### config.mk
export PLATFORM = sky130hd
export DESIGN_NAME = wrPairFront
export DESIGN_NICKNAME = d
export VERILOG_FILES = /design/src/rtl/wrPairPkg.sv /design/src/rtl/wrPairFifo.sv /design/src/rtl/wrPairPath.sv /design/src/rtl/wrPairCtrl.sv /design/src/rtl/wrPairFront.sv
export SDC_FILE = /design/constraint.sdc
export NUM_CORES = 1
export LEC_CHECK = 0
export ABC_AREA = 1
export CORE_MARGIN = 3
export CORE_UTILIZATION = 49
export CTS_BUF_LIST = sky130_fd_sc_hd__clkbuf_8 sky130_fd_sc_hd__clkbuf_16
export CTS_CLUSTER_DIAMETER = 150
export CTS_CLUSTER_SIZE = 10
export DETAILED_ROUTE_END_ITERATION = 10
export DONT_BUFFER_PORTS = 1
export SLEW_MARGIN = 20
export SYNTH_ARGS = -nofsm -noshare
export SYNTH_HDL_FRONTEND = slang
export SYNTH_HIERARCHICAL = 1
export SYNTH_SLANG_ARGS = --single-unit
### constraint.sdc
create_clock -name clk -period 6.59 [get_ports clk]
set_input_delay 0.9885 -clock clk [delete_from_list [all_inputs] [get_ports clk]]
set_output_delay 0.9885 -clock clk [all_outputs]
set_load 0.01 [all_outputs]
### src/rtl/wrPairPkg.sv
package wrPairPkg;
  // Strobes issued by the control to the datapath each cycle
  typedef struct packed {
    logic cmdPush;
    logic dataPush;
    logic pairPop;
  } pairStb_t;
endpackage

### src/rtl/wrPairFifo.sv
module wrPairFifo #(
  parameter int W     = 8,
  parameter int DEPTH = 4
) (
  input  logic         clk,
  input  logic         rst,
  input  logic         push,
  input  logic [W-1:0] din,
  input  logic         pop,
  output logic [W-1:0] dout,
  output logic         full,
  output logic         empty
);
  localparam int PW = (DEPTH > 1) ? $clog2(DEPTH) : 1;
  localparam int CW = $clog2(DEPTH + 1);

  logic [W-1:0]  mem [DEPTH];
  logic [PW-1:0] rdPtr, wrPtr;
  logic [CW-1:0] count;

  function automatic logic [PW-1:0] bump(input logic [PW-1:0] p);
    return (p == PW'(DEPTH - 1)) ? '0 : p + PW'(1);
  endfunction

  always_ff @(posedge clk) begin
    if (push) mem[wrPtr] <= din;
  end

  always_ff @(posedge clk) begin
    if (rst) begin
      rdPtr <= '0;
      wrPtr <= '0;
      count <= '0;
    end else begin
      if (push) wrPtr <= bump(wrPtr);
      if (pop)  rdPtr <= bump(rdPtr);
      unique case ({push, pop})
        2'b10:   count <= count + CW'(1);
        2'b01:   count <= count - CW'(1);
        default: count <= count;
      endcase
    end
  end

  assign dout  = mem[rdPtr];
  assign full  = (count == CW'(DEPTH));
  assign empty = (count == '0);


  no_overflow_chk: assert property (@(posedge clk) disable iff (rst) push |-> !full);

  no_underflow_chk: assert property (@(posedge clk) disable iff (rst) pop |-> !empty);

  count_range_chk: assert property (@(posedge clk) disable iff (rst) count <= CW'(DEPTH));
endmodule

### src/rtl/wrPairPath.sv
module wrPairPath import wrPairPkg::*; #(
  parameter int ADDR_W     = 28,
  parameter int OP_W       = 3,
  parameter int DATA_W     = 64,
  parameter int CMD_DEPTH  = 4,
  parameter int DATA_DEPTH = 8,
  localparam int MASK_W    = DATA_W / 8
) (
  input  logic              clk,
  input  logic              rst,
  input  pairStb_t          stb,
  input  logic [ADDR_W-1:0] cmdAddr,
  input  logic [OP_W-1:0]   cmdOp,
  input  logic [DATA_W-1:0] wdData,
  input  logic [MASK_W-1:0] wdMask,
  output logic [ADDR_W-1:0] headAddr,
  output logic [OP_W-1:0]   headOp,
  output logic [DATA_W-1:0] headData,
  output logic [MASK_W-1:0] headMask,
  output logic              cmdFull,
  output logic              cmdEmpty,
  output logic              dataFull,
  output logic              dataEmpty
);
  localparam int CMD_W = ADDR_W + OP_W;
  localparam int DAT_W = DATA_W + MASK_W;

  logic [CMD_W-1:0] cmdHead;
  logic [DAT_W-1:0] datHead;

  wrPairFifo #(.W(CMD_W), .DEPTH(CMD_DEPTH)) cmdQ (
    .clk(clk), .rst(rst), .push(stb.cmdPush), .din({cmdAddr, cmdOp}),
    .pop(stb.pairPop), .dout(cmdHead), .full(cmdFull), .empty(cmdEmpty)
  );

  wrPairFifo #(.W(DAT_W), .DEPTH(DATA_DEPTH)) datQ (
    .clk(clk), .rst(rst), .push(stb.dataPush), .din({wdMask, wdData}),
    .pop(stb.pairPop), .dout(datHead), .full(dataFull), .empty(dataEmpty)
  );

  assign {headAddr, headOp}  = cmdHead;
  assign {headMask, headData} = datHead;


  pair_hold_chk: assert property (@(posedge clk) disable iff (rst)
    (!cmdEmpty && !dataEmpty && !stb.pairPop) |=>
      ($stable(headAddr) && $stable(headOp) && $stable(headData) && $stable(headMask)));
endmodule

### src/rtl/wrPairCtrl.sv
module wrPairCtrl import wrPairPkg::*; #(
  parameter int CMD_DEPTH  = 4,
  parameter int DATA_DEPTH = 8
) (
  input  logic     clk,
  input  logic     rst,
  input  logic     cmdEn,
  input  logic     wdEn,
  input  logic     wdEnd,
  input  logic     outRdy,
  input  logic     cmdFull,
  input  logic     cmdEmpty,
  input  logic     dataFull,
  input  logic     dataEmpty,
  output pairStb_t stb,
  output logic     cmdRdy,
  output logic     wdRdy,
  output logic     outValid,
  output logic     lateErr,
  output logic     endErr
);
  // Signed balance: commands older than two cycles minus beats taken
  localparam int OW = $clog2(CMD_DEPTH + DATA_DEPTH + 4) + 2;

  logic                 rstHold;
  logic [1:0]           cmdHist;
  logic signed [OW-1:0] owe, oweNext;
  logic                 cmdAcc, datAcc;

  assign cmdRdy   = !rst && !rstHold && !cmdFull;
  assign wdRdy    = !rst && !rstHold && !dataFull;
  assign cmdAcc   = cmdEn && cmdRdy;
  assign datAcc   = wdEn && wdRdy;
  assign outValid = !cmdEmpty && !dataEmpty;

  always_comb begin
    stb         = '0;
    stb.cmdPush = cmdAcc;
    stb.dataPush = datAcc;
    stb.pairPop = outValid && outRdy;
  end

  assign oweNext = owe + $signed({{(OW-1){1'b0}}, cmdHist[1]})
                       - $signed({{(OW-1){1'b0}}, datAcc});

  always_ff @(posedge clk) begin
    if (rst) begin
      rstHold <= 1'b1;
      cmdHist <= '0;
      owe     <= '0;
      lateErr <= 1'b0;
      endErr  <= 1'b0;
    end else begin
      rstHold <= 1'b0;
      cmdHist <= {cmdHist[0], cmdAcc};
      owe     <= oweNext;
      if (oweNext > 0)         lateErr <= 1'b1;
      if (datAcc && !wdEnd)    endErr  <= 1'b1;
    end
  end


  rdy_after_reset_chk: assert property (@(posedge clk) $fell(rst) |-> (!cmdRdy && !wdRdy));

  late_sticky_chk: assert property (@(posedge clk) disable iff (rst) lateErr |=> lateErr);

  end_sticky_chk: assert property (@(posedge clk) disable iff (rst) endErr |=> endErr);

  end_cause_chk: assert property (@(posedge clk) disable iff (rst)
    $rose(endErr) |-> $past(wdEn && wdRdy && !wdEnd));
endmodule

### src/rtl/wrPairFront.sv
module wrPairFront import wrPairPkg::*; #(
  parameter int ADDR_W     = 28,
  parameter int OP_W       = 3,
  parameter int DATA_W     = 64,
  parameter int CMD_DEPTH  = 4,
  parameter int DATA_DEPTH = 8,
  localparam int MASK_W    = DATA_W / 8
) (
  input  logic              clk,
  input  logic              rst,
  input  logic              cmdEn,
  input  logic [ADDR_W-1:0] cmdAddr,
  input  logic [OP_W-1:0]   cmdOp,
  output logic              cmdRdy,
  input  logic              wdEn,
  input  logic [DATA_W-1:0] wdData,
  input  logic [MASK_W-1:0] wdMask,
  input  logic              wdEnd,
  output logic              wdRdy,
  output logic              outValid,
  output logic [ADDR_W-1:0] outAddr,
  output logic [OP_W-1:0]   outOp,
  output logic [DATA_W-1:0] outData,
  output logic [MASK_W-1:0] outMask,
  input  logic              outRdy,
  output logic              lateErr,
  output logic              endErr
);
  pairStb_t stb;
  logic cmdFull, cmdEmpty, dataFull, dataEmpty;

  wrPairCtrl #(.CMD_DEPTH(CMD_DEPTH), .DATA_DEPTH(DATA_DEPTH)) ctrl (
    .clk(clk), .rst(rst), .cmdEn(cmdEn), .wdEn(wdEn), .wdEnd(wdEnd),
    .outRdy(outRdy), .cmdFull(cmdFull), .cmdEmpty(cmdEmpty),
    .dataFull(dataFull), .dataEmpty(dataEmpty), .stb(stb),
    .cmdRdy(cmdRdy), .wdRdy(wdRdy), .outValid(outValid),
    .lateErr(lateErr), .endErr(endErr)
  );

  wrPairPath #(.ADDR_W(ADDR_W), .OP_W(OP_W), .DATA_W(DATA_W),
               .CMD_DEPTH(CMD_DEPTH), .DATA_DEPTH(DATA_DEPTH)) path (
    .clk(clk), .rst(rst), .stb(stb), .cmdAddr(cmdAddr), .cmdOp(cmdOp),
    .wdData(wdData), .wdMask(wdMask), .headAddr(outAddr), .headOp(outOp),
    .headData(outData), .headMask(outMask), .cmdFull(cmdFull),
    .cmdEmpty(cmdEmpty), .dataFull(dataFull), .dataEmpty(dataEmpty)
  );
endmodule

==> metrics.csv <==
metric,value,unit
Routed met3 length,3630,um
Worst-Margin Slew,1.00,ns
"top cells by count, synth","edfxtp_1 (700), nor2_1 (378), nand2_1 (250), o21ai_0 (244), o21ai_1 (117)",
register bit total from synthesis,733,
crit-path cells,inv_6 > buf_12 > o21ai_0 > o21ai_1 > nand2_1 > nand2_1,
max_slew headroom,32.8,%
endpoints failing hold,0,
Synth warnings,6,
site row count,88,
Worst Path Required,5.60,ns
I/O pin cnt,217,
Yosys top cell by area,edfxtp_1,
Synth Cell Area,28800,um^2
final setup skew,0.0150,ns
Pwr per Cell Area,318,nW/um^2
TritonCTS clock tree,built,
most frequent cell on the critical path,nand2_1,
top_reg_cell synth,edfxtp_1,
Total Wirelength,61900,um
Die W,249,um
Worst Hold Class,input pin to flop,
share of layout cells above drive strength 1,6.47,%
"Clk Latency, worst-skew pair",0.61,ns
number of gates resized after CTS,0,
max cap viols,0,
initial antenna violation count,0,
Antenna Cells,0,
Die H,249,um
cell family with most CP delay,buffers and inverters,
Async SR Flop Fraction,0,%
Post-synth EDFFs,700,
Post-CTS Setup Inserts,0,
crit path time final,3.98,ns
clk slew on worst S/H paths,0.06,ns
min-delay src,rst,
Max Transition Viols Final,0,
dpl hpwl,32600,um
# hold bufs at CTS,0,
CP Class,flop to primary output,
htree depth,3,
CP max FO,125,
Final setup viols,0,
"Net Count, Synth",2286,
Post-route DRC,0,
antenna violation net count after detailed routing,0,
layout net count,2275,
share of the yosys chip area belonging to registers,75.2,%
Avg Inst Size Synth,13.4,um^2
synthesized instance count,2156,
Arrival @ worst endpoint,2.99,ns
layout filler cell count,4707,
Starting Density,49.8,%
vias per inst,5.62,
top-count cell post-synth,edfxtp_1,
CP Capture Type,primary output,
outcome,finished clean,
Lkg Pwr,0.0105,uW
reg-to-reg startpoint,path/datQ/count[0],
met1 WL,25900,um
Overflow after GRT,0,
vias in the first global route,16100,
Final TNS setup,0,ns
initial drt markers,1122,
WL met2,30500,um
wire per inst,21.1,um
Initial DRT Pass Iterations,5,
DP Area,29400,um^2
largest net degree at the start of global routing,166,
RSZ-0062 raised after global routing,no,
Clock Tree Root,clkbuf_16,
crit path launch type,flop,
Buffers on Ports,0,
Via Count,16500,
worst stage delay on the critical path,0.60,ns
Max Clock Freq,251,MHz
share of the synthesized area in the top cell type,72.9,%
CTS Buf Count,83,
Clock Sinks,733,
Unique masters post-synth,33,
die area,61800,um^2
RePlAce Congestion,0.778,
Layout area overhead,9.76,%
maximum vdd drop,0.227,mV
Max Used Layer,met4,
core footprint,57900,um^2
Crit path buffers/inverters,2,
design area,31600,um^2
Clock Path Buffers,3,
first-pass GRT wire length,95600,um
dominant cells by area after synthesis,"edfxtp_1 (73%), nor2_1 (4.9%), o21ai_0 (4.2%)",
"Slowest-stage cell, CP",inv_6,
gr usage total,19.8,%
fin crit share,60.4,%
==> layout by cell type (no fill, tap or decap), drive strengths merged <==
master and n:
ha 19, clkinv 9, xnor2 2, inv 69, a21oi 20, fa 2, o22ai 103, xor2 2
clkbuf 84, or2 1, o21ai 361, edfxtp 700, mux2i 72, a211oi 1, nand3 15, nand4 1
nand2 252, nor3b 1, dfxtp 33, and2 3, nor2 378, buf 28, nor3 9
==> cells by family after synthesis <==
logic type	Yosys count	share of synthesized area (%)
adder cells (fa/ha/maj)	21	0.964
buffers and inverters	181	3.52
AND/OR/NAND/NOR	660	8.79
multiplexers	72	2.50
XOR/XNOR	4	0.122
flip-flops	733	75.2
AO/OA/AOI/OAI	485	8.89
==> power breakdown <==
group          switching, uW  internal (uW)  leakage, uW
sequential              51.1           5180      0.00658
combinational            610            245      0.00279
clock                   1690           2270      0.00116
==> per-layer routing <==
layer / vias up / GRT usage [%]
li1: 7755 / -
met1: 8217 / 25.6
met2: 383 / 33.0
met3: 107 / 4.89
met4: 0 / 6.79
met5: - / 0
==> sequential cells by signal (all words and copies together) (netlist names), named ones only <==
signal           cells
ctrl/cmdHist         2
ctrl/rstHold         1
ctrl/lateErr         1
path/datQ/count      4
path/cmdQ/mem      124
path/cmdQ/count      3
path/datQ/wrPtr      3
path/datQ/rdPtr      3
path/cmdQ/rdPtr      2
ctrl/endErr          1
path/cmdQ/wrPtr      2
path/datQ/mem      576
ctrl/owe             6
==> final timing paths <==
kind                               end  slack (ns)  cells past startpoint
setup reg to reg  path/datQ/mem[4][13]        3.15                     10
hold reg to reg        ctrl/cmdHist[1]        0.42                      2
setup / recovery           outData[60]        2.61                      6
hold / removal            ctrl/rstHold        0.40                      0
==> stage by stage <==
step | hold slack (ns) | power, uW | util (%) | worst slack (ns) | instances
finish | 0.403 | 10100 | 54.6 | 2.61 | 2930
global route | 0.359 | 10500 | 54.6 | 2.29 | 2930
CTS | 0.356 | 10200 | 54.6 | 2.45 | 2930
detailed placement | 0.401 | 6190 | 50.7 | 2.63 | 2825
global placement | 0.412 | 6170 | 50.7 | 2.42 | 2824
floorplan | 0.388 | 6010 | - | 1.01 | 2156
==> final cells by class <==
type | instances | area, um^2 | share of cell area, %
Sequential cell | 733 | 21700 | 68.6
Multi-Input combinational cell | 1242 | 6190 | 19.6
Timing Repair Buffer | 28 | 298 | 0.941
Inverter | 57 | 228 | 0.720
Clock buffer | 84 | 2100 | 6.64
Tap cell | 765 | 957 | 3.03
Clock inverter | 21 | 173 | 0.546
Power figures use the tool's default switching activity.
